File: src/rtl/scratch_pkg.sv
package scratch_pkg;

  typedef enum logic [1:0] {
    MODE_HOLD     = 2'b00,
    MODE_COUNT    = 2'b01,
    MODE_LOAD     = 2'b10,
    MODE_HOLD_ALT = 2'b11
  } step_mode_e;

  // Next counter value. Counter widths up to 16 bits; the caller truncates,
  // which gives the wrap for power-of-two depths.
  function automatic logic [15:0] step_address(input logic [15:0] cur,
                                               input logic [15:0] ld,
                                               input step_mode_e  m);
    logic [15:0] r;
    case (m)
      MODE_COUNT: r = cur + 16'd1;
      MODE_LOAD:  r = ld;
      default:    r = cur;
    endcase
    return r;
  endfunction

endpackage

File: src/rtl/addr_counter.sv
module addr_counter
  import scratch_pkg::*;
#(
  parameter int ADDR_W = 6
) (
  input  logic              clk,
  input  logic              rst_n,
  input  logic              step,
  input  step_mode_e        mode,
  input  logic [ADDR_W-1:0] load_addr,
  output logic [ADDR_W-1:0] addr
);

  logic [ADDR_W-1:0] addr_nxt;

  always_comb begin
    addr_nxt = ADDR_W'(step_address(16'(addr), 16'(load_addr), mode));
  end

  always_ff @(posedge clk or negedge rst_n) begin
    if (!rst_n) addr <= '0;
    else if (step) addr <= addr_nxt;
  end

endmodule

File: src/rtl/bank_decoder.sv
module bank_decoder #(
  parameter int NUM_BANKS = 4,
  localparam int SEL_W = (NUM_BANKS > 1) ? $clog2(NUM_BANKS) : 1
) (
  input  logic [SEL_W-1:0]     bank_idx,
  input  logic                 enable,
  output logic [NUM_BANKS-1:0] sel
);

  for (genvar b = 0; b < NUM_BANKS; b++) begin : g_sel
    assign sel[b] = enable && (bank_idx == SEL_W'(b));
  end

endmodule

File: src/rtl/ram_bank.sv
module ram_bank #(
  parameter int WORDS  = 16,
  parameter int DATA_W = 4,
  localparam int AW = $clog2(WORDS)
) (
  input  logic              clk,
  input  logic              rst_n,
  input  logic              we,
  input  logic [AW-1:0]     addr,
  input  logic [DATA_W-1:0] wdata,
  output logic [DATA_W-1:0] q
);

  logic [DATA_W-1:0] cells [WORDS];

  always_ff @(posedge clk or negedge rst_n) begin
    if (!rst_n) begin
      for (int i = 0; i < WORDS; i++) cells[i] <= '0;
    end else if (we) begin
      cells[addr] <= wdata;
    end
  end

  assign q = cells[addr];

endmodule

File: src/rtl/out_latch.sv
module out_latch #(
  parameter int DATA_W = 4
) (
  input  logic              clk,
  input  logic              rst_n,
  input  logic              open_n,
  input  logic [DATA_W-1:0] d,
  output logic [DATA_W-1:0] q
);

  // Follows d while open_n is low, holds while it is high.
  always_ff @(posedge clk or negedge rst_n) begin
    if (!rst_n) q <= '0;
    else if (!open_n) q <= d;
  end

endmodule

File: src/rtl/scratchpad_strobed.sv
module scratchpad_strobed
  import scratch_pkg::*;
#(
  parameter int DATA_W     = 4,
  parameter int BANK_WORDS = 16,
  parameter int NUM_BANKS  = 4,
  localparam int LOW_W  = $clog2(BANK_WORDS),
  localparam int SEL_W  = (NUM_BANKS > 1) ? $clog2(NUM_BANKS) : 1,
  localparam int ADDR_W = LOW_W + SEL_W
) (
  input  logic              clk,
  input  logic              rst_n,
  input  logic              strobe,
  input  logic [1:0]        mode,
  input  logic [ADDR_W-1:0] load_addr,
  input  logic              wr_mode,
  input  logic [DATA_W-1:0] din,
  output logic [DATA_W-1:0] dout
);

  logic                 strobe_q;
  logic                 strobe_rise;
  logic                 write_phase;
  logic [ADDR_W-1:0]    cur_addr;
  logic [SEL_W-1:0]     bank_idx;
  logic [LOW_W-1:0]     word_idx;
  logic [NUM_BANKS-1:0] bank_we;
  logic [DATA_W-1:0]    bank_q [NUM_BANKS];
  logic [DATA_W-1:0]    rd_word;
  logic [DATA_W-1:0]    latch_d;

  // Idle level of the strobe is high, so reset to 1 to avoid a false edge.
  always_ff @(posedge clk or negedge rst_n) begin
    if (!rst_n) strobe_q <= 1'b1;
    else strobe_q <= strobe;
  end

  assign strobe_rise = strobe && !strobe_q;
  assign write_phase = !strobe && wr_mode;
  assign bank_idx    = cur_addr[ADDR_W-1:LOW_W];
  assign word_idx    = cur_addr[LOW_W-1:0];

  addr_counter #(.ADDR_W(ADDR_W)) i_counter (
    .clk       (clk),
    .rst_n     (rst_n),
    .step      (strobe_rise),
    .mode      (step_mode_e'(mode)),
    .load_addr (load_addr),
    .addr      (cur_addr)
  );

  bank_decoder #(.NUM_BANKS(NUM_BANKS)) i_decoder (
    .bank_idx (bank_idx),
    .enable   (write_phase),
    .sel      (bank_we)
  );

  for (genvar b = 0; b < NUM_BANKS; b++) begin : g_bank
    ram_bank #(.WORDS(BANK_WORDS), .DATA_W(DATA_W)) i_bank (
      .clk   (clk),
      .rst_n (rst_n),
      .we    (bank_we[b]),
      .addr  (word_idx),
      .wdata (din),
      .q     (bank_q[b])
    );
  end

  assign rd_word = bank_q[bank_idx];
  assign latch_d = wr_mode ? din : rd_word;

  out_latch #(.DATA_W(DATA_W)) i_latch (
    .clk    (clk),
    .rst_n  (rst_n),
    .open_n (strobe),
    .d      (latch_d),
    .q      (dout)
  );

endmodule

File: config.mk
export PLATFORM = sky130hd
export DESIGN_NAME = scratchpad_strobed
export DESIGN_NICKNAME = d
export VERILOG_FILES = /design/src/rtl/scratch_pkg.sv /design/src/rtl/addr_counter.sv /design/src/rtl/bank_decoder.sv /design/src/rtl/ram_bank.sv /design/src/rtl/out_latch.sv /design/src/rtl/scratchpad_strobed.sv
export SDC_FILE = /design/constraint.sdc
export NUM_CORES = 1
export LEC_CHECK = 0
export ABC_AREA = 1
export BUFFER_PORTS_ARGS = -buffer_cell sky130_fd_sc_hd__buf_2
export CAP_MARGIN = 20
export CORE_MARGIN = 2
export CORE_UTILIZATION = 40
export CTS_CLUSTER_SIZE = 30
export DETAILED_ROUTE_END_ITERATION = 16
export GPL_TIMING_DRIVEN = 0
export PLACE_DENSITY = 0.58
export SYNTH_ARGS = -nofsm -noshare
export SYNTH_HDL_FRONTEND = slang
export SYNTH_SLANG_ARGS = --single-unit
File: constraint.sdc
create_clock -name clk -period 4.9 [get_ports clk]
set_clock_uncertainty 0.1 [all_clocks]
set_input_delay 0.245 -clock clk [delete_from_list [all_inputs] [get_ports clk]]
set_output_delay 0.245 -clock clk [all_outputs]
set_load 0.02 [all_outputs]
==> results.md <==
- Outcome: finished, final reports clean
- Final non-filler cell total: 2,289
- Unrepaired setup endpoints after global routing: false
- Comb pwr share: 34.4%
- Rows: 66
- Switching power: 3340 µW
- Setup Viol. Count Final: 0
- Wl on met1: 20.2 mm
- Final global-route overflow total: 0
- Drt drc: 0
- Period utilisation layout: 61.3%
- First-pass GRT wire length: 71.5 mm
- Routability cong.: 0.985
- Max Freq: 333 MHz
- Yosys cell types: 28
- Total power: 8480 µW
- Antenna Cells: 0
- Core Region: 32,400 µm²
- Post-DRT Antenna Nets: 0
- # Max-Cap Violations: 0
- Post-CTS Setup Inserts: 0
- CP Data Required Time: 5.21 ns
- Largest net degree at the start of global routing: 117
- Die area: 34,200 µm²
- Clk sinks: 267
- Worst slew pin tran: 1.16 ns
- Initial core utilization: 40.4%
- Sw frac: 39.5%
- Clk_lat worst skew: 0.56 ns
- Cell-internal power: 5130 µW
- Total routed wirelength: 47.6 mm
- Syn Nets: 1,784
- Die X: 185 µm
- Number of global-route vias before repair: 11.4k
- Cells after Synth: 1,763
- Die H: 185 µm
- Post-synthesis sequential area ratio: 51.1%
- TritonCTS Buffers: 30
- Power share of the clock group: 28.1%
- Maximum VDD drop: 0.308 mV
- Clock Pin Slew Worst Setup and Hold Paths: 0.06 ns
- Starting DRT DRC Count: 1,254
- Fin crit period: 3.01 ns
- CTS tree: done
- Crit-path max FO: 11
- DR top layer: met4
- Top Ports: 20
- Placed cells: 2,225
- Yosys warns: 0
- Clock buffer depth: 3
- Nets: 1,844
- Hold crit path type: in2reg
- Layout cells sized above 1: 8.01%
- WL met3: 3.95 mm
- Relative max-transition margin: 23.0%
- FILL cells: 3,393
- Initial antenna violation count: 1
- Slew Limit Fails: 0
- Area growth, synth to finish: 14.0%
- Nature of the critical path endpoint: flop
- Pleak: 0.00722 µW
- WL met2: 21.4 mm
- Synth Register Bits: 267
- Post-DP HPWL: 32.5 mm
- Root Buffer: clkbuf_16
- H-Tree Level Count: 1
- WS Path Type: reg2reg
- Post-route core utilization: 46.1%
- Seq pwr share: 37.5%
- Worst setup SP type: flop
- IO Port Bufs: 18
- P per Cell Area: 568 nW/µm²
- Critical path arrival: 3.31 ns
- Via count: 11.9k
- DRT Pass-1 Iters: 6
- Final Hold Vio Count: 0
- WL/cell: 20.8 µm
- Mean Syn Cell Area: 7.42 µm²
- Total track usage: 28.6%
- Resized cells post-CTS: 0
- Via/cell ratio: 5.19
- Synth Cell Area: 13,100 µm²
==> through the flow <==
stage          instance area (µm²)  setup WS, ns  hold WS (ns)  TNS, ns
2_1_floorplan                13100          3.08        -0.151        0
6_report                     14900          1.89        0.0573        0
4_1_cts                      14900          2.03        0.0344        0
5_1_grt                      14900          1.76        0.0958        0
3_3_place_gp                 13700         -1.66         0.259  -435.81
3_5_place_dp                 13800          2.04        0.0683        0
==> area by class of cell <==
type / count / area (µm²) / share of cell area (%)
flip-flops and latches: 267 / 6680 / 44.8
multi-input cells: 1236 / 5320 / 35.7
clock buffers: 45 / 888 / 5.96
inverters: 177 / 664 / 4.45
well taps: 442 / 553 / 3.71
plain buffers: 83 / 418 / 2.80
repair buffers: 28 / 235 / 1.58
clock inverters: 11 / 155 / 1.04
==> per-layer routing <==
layer | track usage, % | vias up
met1 | 39.5 | 5646
met4 | 12.5 | 0
met5 | 0 | -
met3 | 4.11 | 121
li1 | - | 5634
met2 | 45.0 | 472
==> power by group through the flow <==
| stage | sequential (µW) | clock [µW] | combinational [µW] |
|---|---|---|---|
| global route | 3250 | 2510 | 3220 |
| CTS | 3170 | 2410 | 2860 |
| global placement | 3190 | 0 | 2810 |
| finish | 3180 | 2380 | 2910 |
| floorplan | 3110 | 0 | 1800 |
| detailed placement | 3200 | 0 | 2840 |
==> flip-flops by register name, indices dropped and copies added (netlist names) <==
signal,count
g_bank.i_bank.cells,256
i_counter.addr,6
i_latch.q,4
strobe_q,1
==> logic make-up (layout without fill, tap and decap cells) <==
logic type	count (synthesis)	after routing	synth area share, %
and+or+nand+nor	902	902	27.4
AOI/OAI and AO/OA	328	328	12.7
DFF	267	267	51.1
buffers and inverters	260	344	8.27
adders and majority gates	5	5	0.478
xor gates and xnor gates	1	1	0.0669
==> placed cells by master (no fill, tap or decap), types with 7 or more instances in the layout <==
cell	count
buf_2	42
buf_4	18
clkbuf_1	46
clkbuf_16	31
clkinv_2	7
dfrtp_1	266
dlygate4sd3_1	8
inv_1	167
inv_2	9
nand2_1	692
nand2_2	12
nand3_1	82
nor2_1	101
nor2_2	7
o21ai_0	286
o21ai_1	27
==> worst paths after layout <==
kind / startpoint / to / slack, ns / depth (start not counted)
worst max-delay path: i_counter.addr[1] / g_bank[1].i_bank.cells[14] / 1.89 / 9
worst min-delay path: wr_mode / i_latch.q[2] / 0.06 / 4
worst max register to register: i_counter.addr[1] / g_bank[1].i_bank.cells[14] / 1.89 / 9
worst min register to register: g_bank[1].i_bank.cells[6] / g_bank[1].i_bank.cells[6] / 0.38 / 2
max in group asynchronous: rst_n / g_bank[1].i_bank.cells[2] / 3.71 / 3
min in group asynchronous: rst_n / g_bank[2].i_bank.cells[49] / 0.07 / 2
==> critical path, stage by stage, from the launching register on <==
cell and delay (ns):
dfrtp_1 0.46, inv_1 0.11, buf_2 0.36, buf_2 0.40, ha_1 0.21, inv_1 0.09
nor2_1 0.54, nand2_1 0.36, nand2_1 0.12, o21ai_0 0.09
==> cells in the mapped netlist, drive strengths merged <==
library cell  number  area share [%]
ha                 5            0.48
nand2            704              20
inv              176             5.0
o21bai             1           0.057
clkinv             1           0.029
a21oi              5            0.19
o21ai            313              12
xor2               1           0.067
nor2             114             3.7
buf               45             2.1
clkbuf            38             1.1
nand4              1           0.048
dfrtp            266              51
o22ai              6            0.29
o211ai             1           0.057
a22oi              1           0.057
nand3             82             3.1
nor3               1           0.076
dfstp              1            0.20
o31ai              1           0.057
==> timing repair <==
item | 4_1_cts | 5_1_grt
setup endpoints to repair | 0 | 0
endpoints found under the hold margin | 230 | 0
hold buffers | 8 | 0
No activity file was read; power rests on OpenSTA's default activity.
